### src/rtl/ale_pkg.sv
package ale_pkg;
  localparam int unsigned SFR_AW = 8;
  localparam int unsigned SFR_DW = 8;
  localparam logic [SFR_AW-1:0] AUXCTL_ADDR = 8'h8E;
  localparam int unsigned STROBE_DIV = 6;

  typedef struct packed {
    logic [4:0] rsvd;
    logic       pump_en;
    logic       fixed_one;
    logic       suppress;
  } auxctl_t;

  localparam auxctl_t AUXCTL_RESET = '{rsvd: 5'b0, pump_en: 1'b1, fixed_one: 1'b1, suppress: 1'b0};
endpackage

### src/rtl/auxctl_reg.sv
module auxctl_reg
  import ale_pkg::*;
#(
  parameter int unsigned AW = SFR_AW,
  parameter logic [AW-1:0] REG_ADDR = AUXCTL_ADDR
) (
  input  logic          clk,
  input  logic          rst,
  input  logic          we,
  input  logic          rd,
  input  logic [AW-1:0] addr,
  input  logic [7:0]    wdata,
  output logic [7:0]    rdata,
  output logic          suppress,
  output logic          pump_en
);
  auxctl_t ctl_q;
  logic    hit;
  logic    unused_wbits;

  assign hit          = (addr == REG_ADDR);
  assign unused_wbits = ^{wdata[7:3], wdata[1]};

  always_ff @(posedge clk) begin
    if (rst) begin
      ctl_q <= AUXCTL_RESET;
    end else if (we && hit) begin
      ctl_q.suppress <= wdata[0];
      ctl_q.pump_en  <= wdata[2];
    end
  end

  always_ff @(posedge clk) begin
    if (rst) begin
      rdata <= '0;
    end else if (rd && hit) begin
      rdata <= {5'b0, ctl_q.pump_en, 1'b1, ctl_q.suppress};
    end else begin
      rdata <= '0;
    end
  end

  assign suppress = ctl_q.suppress;
  assign pump_en  = ctl_q.pump_en;

  assert_write_pump_R5: assert property (@(posedge clk) disable iff (rst)
    (we && hit) |=> (pump_en == $past(wdata[2])));

  assert_foreign_write_R6: assert property (@(posedge clk) disable iff (rst)
    (we && !hit) |=> ($stable(pump_en) && $stable(suppress)));

  assert_reset_value_R1: assert property (@(posedge clk) disable iff (rst)
    $past(rst) |-> (pump_en && !suppress));
endmodule

### src/rtl/window_counter.sv
module window_counter #(
  parameter int unsigned DIV = 6,
  localparam int unsigned PW = (DIV > 1) ? $clog2(DIV) : 1
) (
  input  logic          clk,
  input  logic          rst,
  output logic [PW-1:0] phase,
  output logic          win_start
);
  localparam logic [PW-1:0] LAST = PW'(DIV - 1);

  generate
    if (DIV > 1) begin : g_count
      always_ff @(posedge clk) begin
        if (rst)                phase <= '0;
        else if (phase == LAST) phase <= '0;
        else                    phase <= phase + 1'b1;
      end
    end else begin : g_single
      always_ff @(posedge clk) phase <= '0;
    end
  endgenerate

  assign win_start = (phase == '0);

  assert_phase_range_R2: assert property (@(posedge clk) disable iff (rst)
    phase <= LAST);
endmodule

### src/rtl/ale_gate.sv
module ale_gate (
  input  logic clk,
  input  logic rst,
  input  logic win_start,
  input  logic suppress,
  input  logic cycle_active,
  output logic ale
);
  always_ff @(posedge clk) begin
    if (rst) ale <= 1'b0;
    else     ale <= win_start && (!suppress || cycle_active);
  end

  assert_free_run_R2: assert property (@(posedge clk) disable iff (rst)
    (win_start && !suppress) |=> ale);

  assert_gated_off_R4: assert property (@(posedge clk) disable iff (rst)
    (win_start && suppress && !cycle_active) |=> !ale);

  assert_gated_on_R4: assert property (@(posedge clk) disable iff (rst)
    (win_start && suppress && cycle_active) |=> ale);
endmodule

### src/rtl/ale_strobe_gen.sv
module ale_strobe_gen
  import ale_pkg::*;
#(
  parameter int unsigned DIV = STROBE_DIV,
  parameter int unsigned AW  = SFR_AW,
  parameter logic [AW-1:0] REG_ADDR = AUXCTL_ADDR
) (
  input  logic          clk,
  input  logic          rst,
  input  logic          sfr_we,
  input  logic          sfr_rd,
  input  logic [AW-1:0] sfr_addr,
  input  logic [7:0]    sfr_wdata,
  output logic [7:0]    sfr_rdata,
  input  logic          movx_movc_active,
  output logic          ale,
  output logic          adc_pump_en
);
  localparam int unsigned PW = (DIV > 1) ? $clog2(DIV) : 1;

  logic          suppress;
  logic [PW-1:0] phase;
  logic          win_start;

  auxctl_reg #(.AW(AW), .REG_ADDR(REG_ADDR)) ctl_i (
    .clk(clk), .rst(rst), .we(sfr_we), .rd(sfr_rd), .addr(sfr_addr),
    .wdata(sfr_wdata), .rdata(sfr_rdata), .suppress(suppress),
    .pump_en(adc_pump_en)
  );

  window_counter #(.DIV(DIV)) cnt_i (
    .clk(clk), .rst(rst), .phase(phase), .win_start(win_start)
  );

  ale_gate gate_i (
    .clk(clk), .rst(rst), .win_start(win_start), .suppress(suppress),
    .cycle_active(movx_movc_active), .ale(ale)
  );

  generate
    if (DIV > 1) begin : g_width_chk
      assert_pulse_width_R3: assert property (@(posedge clk) disable iff (rst)
        ale |=> !ale);
      assert_pulse_phase_R2: assert property (@(posedge clk) disable iff (rst)
        ale |-> (phase == PW'(1)));
    end
  endgenerate
endmodule

### config.mk
export PLATFORM = sky130hd
export DESIGN_NAME = ale_strobe_gen
export DESIGN_NICKNAME = d
export VERILOG_FILES = /design/src/rtl/ale_pkg.sv /design/src/rtl/auxctl_reg.sv /design/src/rtl/window_counter.sv /design/src/rtl/ale_gate.sv /design/src/rtl/ale_strobe_gen.sv
export SDC_FILE = /design/constraint.sdc
export NUM_CORES = 1
export LEC_CHECK = 0
export BUFFER_PORTS_ARGS = -buffer_cell sky130_fd_sc_hd__buf_2
export CORE_AREA = 2 2 39 41
export CTS_CLUSTER_SIZE = 40
export DETAILED_ROUTE_END_ITERATION = 16
export DIE_AREA = 0 0 41 43
export GPL_TIMING_DRIVEN = 0
export PLACE_DENSITY = 0.66
export SYNTH_ARGS = -nofsm -noshare
export SYNTH_HDL_FRONTEND = slang
export SYNTH_SLANG_ARGS = --single-unit
### constraint.sdc
create_clock -name clk -period 1.71 [get_ports clk]
set_clock_uncertainty 0.2 [all_clocks]
set_input_delay 0.171 -clock clk [delete_from_list [all_inputs] [get_ports clk]]
set_output_delay 0.171 -clock clk [all_outputs]
set_load 0.005 [all_outputs]
== Word level (Yosys, flattened, before mapping) ==
Index checks and enable logic that the tools add are counted.
W data, S select, Z words.

* $add $sub $neg: 1
* Multiply operators: 0
* Div/mod/pow operators: 0
* $lt $le $gt $ge: 0
* Eq/ne operators: 2
* Shifts and indexed selects: 0
* Multiplexer cells: 1
* Bitwise gates (word level): 1
* Reductions and logical operators: 8

{| class="wikitable"
|+ Operators by type and width
! cell !! count
|-
| $eq A8 B8 Y1 const B || 1
|-
| $reduce_or A2 Y1 || 2
|-
| $add A3 B1 Y3 const B || 1
|-
| $eq A3 B3 Y1 const B || 1
|-
| $logic_and A1 B1 Y1 || 3
|-
| $logic_not A3 Y1 || 1
|-
| $mux W2 || 1
|-
| $logic_not A1 Y1 || 1
|-
| $logic_or A1 B1 Y1 || 1
|-
| $not A1 Y1 || 1
|}

* Bits in registers: 14
* Bits in latches: 0
* Bits in writable memories: 0
* Bits in read-only memories: 0
* Bits of input ports: 21
* Output and inout port bits: 10
* Word-level logic and storage cells: 19
* Memories kept: 0

== Depth between registers and ports, before layout ==
Gate-level depths: netlist of the first run.

* Depth after elaboration: 4
* Mapped depth: 5
* Gate-level depth less buffers: 5

== Modules after synthesis ==
From an unflattened synthesis of the first run, not the netlist that was laid out.

* Cells, all modules: 42
* Area total of the unflattened synthesis: 456.7 µm²

{| class="wikitable"
|+ By module, submodules not included
! module !! times used !! cells each !! area an instance (µm²) !! sequential area each (µm²)
|-
| auxctl_reg || 1 || 24 || 260.2 || 100.1
|-
| window_counter || 1 || 15 || 150.1 || 60.1
|-
| ale_gate || 1 || 3 || 46.3 || 20.0
|}

== Worst setup path before layout of the first run ==
OpenSTA, ideal clock, no wires.

* Path type: in2reg
* From: input port sfr_addr[5]
* To: register ctl_i.pump_en (netlist name)
* Arrival time: 1.137 ns
* Data required time: 1.438 ns
* Path slack: 0.302 ns
* Stages on the path: 3
* Cell sequence: or4b_4 > nor3_2 > mux2i_1

* Longest elaborated chain between the ends: 2

{| class="wikitable"
|+ Ends and longest elaborated chain
! what !! RTL line !! text
|-
| start: declaration || ale_strobe_gen.sv:12 || <nowiki>input logic [AW-1:0] sfr_addr,</nowiki>
|-
| $eq A8 B8 Y1 || auxctl_reg.sv:21 || <nowiki>assign hit = (addr == REG_ADDR);</nowiki>
|-
| $logic_and A1 B1 Y1 || auxctl_reg.sv:27 || <nowiki>end else if (we && hit) begin</nowiki>
|}

Every way passes these cells.
A chain may end at the register's enable or synchronous reset.

== Worst setup path in the final report of the first run ==
* From: input port rst
* To: register ctl_i.rdata[2]

* Longest elaborated chain between the ends: 1

{| class="wikitable"
|+ Ends and longest elaborated chain
! what !! RTL line !! text
|-
| start: declaration || ale_strobe_gen.sv:9 || <nowiki>input logic rst,</nowiki>
|-
| $reduce_or A2 Y1 (no line) || n/a ||
|-
| end signal: assignment || auxctl_reg.sv:37 || <nowiki>rdata <= {5'b0, ctl_q.pump_en, 1'b1, ctl_q.suppress};</nowiki>
|-
| end: declaration || auxctl_reg.sv:13 || <nowiki>output logic [7:0] rdata,</nowiki>
|}

Every way passes these cells.

==> out/qor.yml, run 1 <==
global_routing:
  grt_pass1_vias: 361
  track_usage: 0.117
  grt_pass1_wl_um: 1320
  antenna_found_initial: 0
  grt_max_degree: 9
  grt_remaining_overflow: 0
setup_path:
  crit_type: "primary input to register"
  reg2reg_depth: 4
  path_max_fanout: 8
  startpoint: "rst"
  reg2reg_slack_ns: 0.56
  r2r_end: "cnt_i.phase[0]"
  cp-end-kind: "register"
  cp-start-kind: "primary input"
  cp.arrival_ns: 1.35
  r2r-start: "cnt_i.phase[1]"
  worstPathRequired_ns: 1.71
logic_synthesis:
  ys_warn_count: 0
  syn_avg_cell_area_um2: 10.5
  synth_compound_area_frac: 0.0117
  netlist_instances: 41
  synthMuxAreaShare: 0.0700
  seq_area_frac_synth: 0.420
  synth_top_family_by_area: "simple AND/OR/NAND/NOR gates"
  ys_ff_latch: 9
  syn_area_um2: 429
  synthAdderAreaFrac: 0.0875
  ys_types: 16
  synth_simple_gate_area_frac: 0.289
  synth_xor_xnor_area_share: 0
status:
  outcome: "finished clean"
clock_network:
  cts.sinks: 9
  clkLatencyLatePin_ns: 0.25
  cts_buffers: 3
  htreeDepth: 1
  cts_tree: "done"
  ctsLongestPathBuffers: 2
  cts_setup_buffers: 0
  cts-root-buf: "clkbuf_4"
  clkSlewWorstSetupHoldPaths_ns: 0.06
pwr:
  vdd_drop_max_v: 0.000402
  power_density_nw_per_um2: 715
  p_leak_nw: 0.308
  total_power_mw: 0.447
cells_and_area:
  diodes: 0
  seqCellArea_um2: 180
  drive_above_1_share: 0.417
  multi_input_area_um2: 215
  n_fill_cell: 150
  syn_to_final_growth_pct: 45.8
  fin_util: 0.452
  final_nets: 97
placement:
  place.gp.congestion: 0.610
  dpl.hpwl_um: 577
  port_buffers: 19
routing:
  vias: 351
  first_iter_violations: 2
  postRouteAntennaNets: 0
  vias_per_cell: 3.99
  drc: 0
  first_pass_iters: 3
  drt_wl_total_um: 798
  wire_per_inst_um: 9.07
hold_path:
  hold_depth: 3
  hold_end: "ctl_i.rdata[1]"
  hold_path.class: "primary input to register"
  holdCritStartpoint: "sfr_addr[6]"
timing:
  period_needed_ns: 1.35
  max_freq_mhz: 739
  finalSetupViolCount: 0
  hold_viol_final: 0
  rsz0062_at_grt: "no"
  slew_viol_final: 0
  fin_crit_sh: 0.792
  tns_ns: 0
  worst_hold_slack_ns: 0.0215
floorplan:
  die_area_um2: 1760
  io_pins: 31
  die_y_um: 43
  core_area_um2: 1380
  initial_core_util: 0.310
  die_width_um: 41
  rows: 14
job:
  drv_cap: 0
report_power, final:
part | switching [mW] | internal (mW) | leakage [nW]
Sequential | 0.00485 | 0.219 | 0.0734
Combinational | 0.0257 | 0.0404 | 0.220
Clock | 0.0680 | 0.0895 | 0.0150
Total | 0.0986 | 0.349 | 0.308
repair_timing:
action | 4_1_cts | 5_1_grt
hold endpoints to repair | 4 | 0
hold buffers | 4 | 0
resized for setup | 0 | 0
worst max-delay path: stages:
cell and delay [ns]:
dlygate4sd3_1 0.53, buf_2 0.18, nor4b_4 0.31, and2_1 0.16
area by class of cell:
cell class,count,share of cell area
multi-input combinational,28,0.344
inverter,3,0.0180
buffer,5,0.0600
clock buffer,4,0.0420
tap,16,0.0320
sequential,9,0.288
timing repair buffer,23,0.216
cells in the final DEF (no fill, tap or decap), drive strengths merged:
| cell | count |
|---|---|
| nand4b | 1 |
| mux2i | 3 |
| nor2b | 1 |
| nor4b | 2 |
| nor2 | 4 |
| and2 | 4 |
| ha | 3 |
| dfxtp | 9 |
| nor3 | 1 |
| inv | 3 |
| buf | 24 |
| nand2b | 2 |
| a21oi | 1 |
| dlygate4sd3 | 4 |
| or4b | 1 |
| clkbuf | 4 |
| conb | 5 |
cell usage after synthesis:
cell type  n  area share
dfxtp_1    9        0.42
buf_4      5       0.087
and2_1     4       0.058
nor2_1     4       0.035
ha_1       3       0.087
inv_1      3       0.026
mux2i_1    3       0.070
nand2b_1   2       0.029
a21oi_1    1       0.012
conb_1     1      0.0087
nand4b_1   1       0.020
nor2b_1    1       0.015
nor3_2     1       0.023
nor4b_1    1       0.020
nor4b_4    1       0.055
or4b_4     1       0.032
per-stage QoR:
stage          instances  setup WS [ns]  cell area [um^2]
4_1_cts               88          0.370               626
6_report              88          0.356               626
3_3_place_gp          80          0.148               559
2_1_floorplan         45          0.302               444
3_5_place_dp          80          0.140               559
5_1_grt               88          0.339               626
routing by layer:
layer | vias to the layer above | wire length [um] | track usage
li1 | 187 | - | -
met1 | 156 | 326 | 0.106
met2 | 8 | 431 | 0.197
met3 | 0 | 41 | 0.0785
met4 | 0 | 0 | 0.0400
met5 | - | 0 | 0
worst max-delay path by stage:
stage                                 to  slack, ns  cells after the start
after CTS                 ctl_i.rdata[2]       0.37                      4
after global routing      ctl_i.rdata[2]       0.34                      4
after floorplan            ctl_i.pump_en       0.30                      3
final                     ctl_i.rdata[2]       0.36                      4
after detailed placement  ctl_i.suppress       0.14                      4
after global placement    ctl_i.suppress       0.15                      4
sequential cells by signal, indices dropped and copies added (netlist names):
name and count:
ctl_i.rdata 3, ctl_i.suppress 1, gate_i.ale 1, ctl_i.pump_en 1, cnt_i.phase 3
cell families (layout without fill, tap and decap cells):
| kind of cell | after synthesis | in the layout |
|---|---|---|
| DFF | 9 | 9 |
| other | 1 | 5 |
| adders and majority gates | 3 | 3 |
| and+or+nand+nor | 16 | 16 |
| buffers and inverters | 8 | 35 |
| muxes | 3 | 3 |
| AOI/OAI and AO/OA | 1 | 1 |
No activity file was read; power rests on OpenSTA's default activity.
==> run 2: changes to the inputs <==
ABC_AREA = 1   (was not set)
clock period = 1.4 ns   (was 1.71 ns; I/O delays follow)
==> run 2 against run 1 <==
Effect of this change:
- final area is 2.2% higher
- sequential power is 23% higher
- combinational power is 30% higher
- sequential share of layout area is 0.62 points lower
- die area stayed put
- cell count is 18% higher
- critical path depth is 1 higher
- clock power is 26% higher
- via count is 15% higher
- power is 25% higher
- synthesized cell count is 37% higher
- hold slack worse by 0.0032 ns
- critical path type unchanged
- critical endpoint unchanged
==> out/qor.yml, run 2 <==
timing:
  period_needed_ns: 1.20
  tns_ns: 0  # unchanged
  hold_viol_final: 0  # unchanged
  slew_viol_final: 0  # unchanged
  fin_ws_ns: 0.203  # was 0.356 ns
  rsz0062_at_grt: "no"  # unchanged
  max_freq_mhz: 836
  fin_crit_sh: 0.855
  finalSetupViolCount: 0  # unchanged
setup_path:
  cp-start-kind: "primary input"  # unchanged
  critPathMaxStageDelay_ns: 0.54  # was 0.53 ns
  crit_type: "primary input to register"  # unchanged
  crit_family: "buffers and inverters"  # unchanged
  cp.arrival_ns: 1.19  # was 1.35 ns
  path_max_fanout: 4  # was 8
  cp-end-kind: "register"  # unchanged
  worstPathRequired_ns: 1.39  # was 1.71 ns
  critPathBufInv: 3  # was 2
  worstPathCellList: "dlygate4sd3_1, buf_2, inv_1, nand4_1, nor2_1"  # was dlygate4sd3_1, buf_2, nor4b_4, and2_1
  critPathSlowestCell: "dlygate4sd3_1"  # unchanged
floorplan:
  die_y_um: 43  # unchanged
  core_area_um2: 1380  # unchanged
  io_pins: 31  # unchanged
  die_area_um2: 1760  # unchanged
  rows: 14  # unchanged
  die_width_um: 41  # unchanged
  initial_core_util: 0.313  # was 0.310
cells_and_area:
  layout_commonest_cell: "buf_2"  # unchanged
  drive_above_1_share: 0.341  # was 0.417
  final_area_um2: 639  # was 626 um^2
  final_nets: 113  # was 97
  reg_top3: "cnt_i.phase: 3 flops, ctl_i.rdata: 3 flops"  # unchanged
  mostFrequentLayoutCells: "buf_2, inv_1, nand2_1, dfxtp_1, nor2_1"  # was buf_2, dfxtp_1, buf_4, conb_1
  diodes: 0  # unchanged
  syn_to_final_growth_pct: 47.7  # was 45.8%
  n_fill_cell: 156  # was 150
  fin_util: 0.462  # was 0.452
clock_network:
  cts_buffers: 3  # unchanged
  clkLatencyLatePin_ns: 0.26  # was 0.25 ns
  htreeDepth: 1  # unchanged
  ctsLongestPathBuffers: 2  # unchanged
  cts_tree: "done"  # unchanged
  cts-root-buf: "clkbuf_4"  # unchanged
  cts_setup_buffers: 0  # unchanged
  clkSlewWorstSetupHoldPaths_ns: 0.06  # about the same
  cts.sinks: 9  # unchanged
routing:
  vias: 404  # was 351
  first_iter_violations: 1  # was 2
  wire_per_inst_um: 7.63  # was 9.07 um
  vias_per_cell: 3.88  # was 3.99
  drc: 0  # unchanged
  drt_wl_total_um: 793  # was 798 um
  first_pass_iters: 2  # was 3
  postRouteAntennaNets: 0  # unchanged
pwr:
  p_int_mw: 0.428  # was 0.349 mW
  p_leak_nw: 0.378  # was 0.308 nW
  vdd_drop_max_v: 0.000382  # was 0.000402 V
  p_switching_mw: 0.132  # was 0.0986 mW
  comb_power_share: 0.154  # was 0.148
  seqPwrFrac: 0.491  # was 0.500
  switching_share: 0.235  # was 0.220
  power_density_nw_per_um2: 875  # was 715 nW/um^2
  clock_power_share: 0.355  # was 0.352
global_routing:
  antenna_found_initial: 0  # unchanged
  grt_remaining_overflow: 0  # unchanged
  grt_max_degree: 6  # was 9
  track_usage: 0.121  # was 0.117
  grt_pass1_vias: 376  # was 361
  grt_pass1_wl_um: 1400  # was 1320 um
hold_path:
  hold_path.class: "primary input to register"  # unchanged
logic_synthesis:
  ys.flop_type: "dfxtp_1"  # unchanged
  ys_ff_latch: 9  # unchanged
  syn_area_um2: 433  # was 429 um^2
  seq_area_frac_synth: 0.416  # was 0.420
  yosysMostFrequentCell: "inv_1"  # was dfxtp_1
  synth_compound_area_frac: 0.0231  # was 0.0117
  synth_xor_xnor_area_share: 0.0202  # was 0
  async_reset_ff_frac: 0  # unchanged
  synthTopCellsByArea: "dfxtp_1, inv_1, buf_4"  # was dfxtp_1, buf_4, ha_1
  synthMuxAreaShare: 0  # was 0.0700
  synth_largest_area_cell: "dfxtp_1"  # unchanged
  netlist_instances: 56  # was 41
  syn_avg_cell_area_um2: 7.73  # was 10.5 um^2
  synth_simple_gate_area_frac: 0.246  # was 0.289
  synthAdderAreaFrac: 0.0867  # was 0.0875
  synth_top_family_by_area: "simple AND/OR/NAND/NOR gates"  # unchanged
  synth_top_cell_area_share: 0.416  # was 0.420
  netlist_top_cells_count: "inv_1, dfxtp_1, nand2_1, nor2_1, buf_4"  # was dfxtp_1, buf_4, and2_1, nor2_1
  ys_types: 13  # was 16
  ys_warn_count: 0  # unchanged
  synth_edf_count: 0  # unchanged
placement:
  place.gp.congestion: 0.589  # was 0.610
  place_ws_ns: 0.293  # was 0.140 ns
  port_buffers: 19  # unchanged
  dpl.hpwl_um: 614  # was 577 um
  place_area_um2: 563  # was 559 um^2
job:
  drv_cap: 0  # unchanged
status:
  outcome: "finished clean"  # unchanged
[run 2: changes by cell type in the layout (fill, tap and decap cells not counted), sizes merged, moves of 3 or more]
cell   delta
inv      +10
nand4     +3
nor2      +5
and2      -4
nand2     +9
mux2i     -3
[run 2: final timing paths]
check,from,end,slack (ns),cells past startpoint
max,rst,ctl_i.rdata[2],0.20,5
min,sfr_wdata[0],ctl_i.suppress,0.02,5
max reg2reg,cnt_i.phase[0],cnt_i.phase[1],0.28,4
min reg2reg,ctl_i.pump_en,ctl_i.rdata[2],0.24,2
[run 2: final cells by class]
cell class              count  area (um^2)  share of cell area
flip-flops and latches      9          180               0.282
plain buffers               5         37.5              0.0587
well taps                  16         20.0              0.0313
repair buffers             24          145               0.227
clock buffers               4         26.3              0.0411
multi-input cells          33          181               0.284
inverters                  13         48.8              0.0763
[run 2: kinds of logic (layout without fill, tap and decap cells)]
family / after synthesis / after routing
and+or+nand+nor: 23 / 23
xor gates and xnor gates: 1 / 1
other: 1 / 5
buffers and inverters: 18 / 46
DFF: 9 / 9
AOI/OAI and AO/OA: 1 / 1
adders and majority gates: 3 / 3
[run 2: power by group through the flow]
stage	clock, mW	sequential, mW	combinational (mW)
2_1_floorplan	0	0.280	0.0457
3_3_place_gp	0	0.280	0.0733
3_5_place_dp	0	0.281	0.0755
4_1_cts	0.211	0.275	0.0867
5_1_grt	0.230	0.276	0.102
6_report	0.198	0.275	0.0861
[run 2: metal layers]
metal | GRT usage | up-vias | wire (um)
met5 | 0 | - | 0
met2 | 0.184 | 17 | 381
li1 | - | 220 | -
met1 | 0.120 | 167 | 332
met4 | 0.0600 | 0 | 0
met3 | 0.0785 | 0 | 78
[run 2: worst reg2reg max path: cells and delay by family, from the launching register on]
kind	cells	cell delay, ns
DFF	1	0.38
adders and majority gates	1	0.29
buffers and inverters	2	0.12
and+or+nand+nor	1	0.04
[run 2: repair_timing]
action / CTS / global route
hold endpoints to repair: 4 / 0
gates resized for setup: 0 / 0
hold buffers: 5 / 0
[run 2: through the flow]
stage / total power [mW] / hold WS, ns / cells
2_1_floorplan: 0.326 / 0.0832 / 60
3_3_place_gp: 0.353 / 0.186 / 95
3_5_place_dp: 0.356 / 0.188 / 95
4_1_cts: 0.573 / 0.0237 / 104
5_1_grt: 0.609 / 0.0683 / 104
6_report: 0.559 / 0.0183 / 104
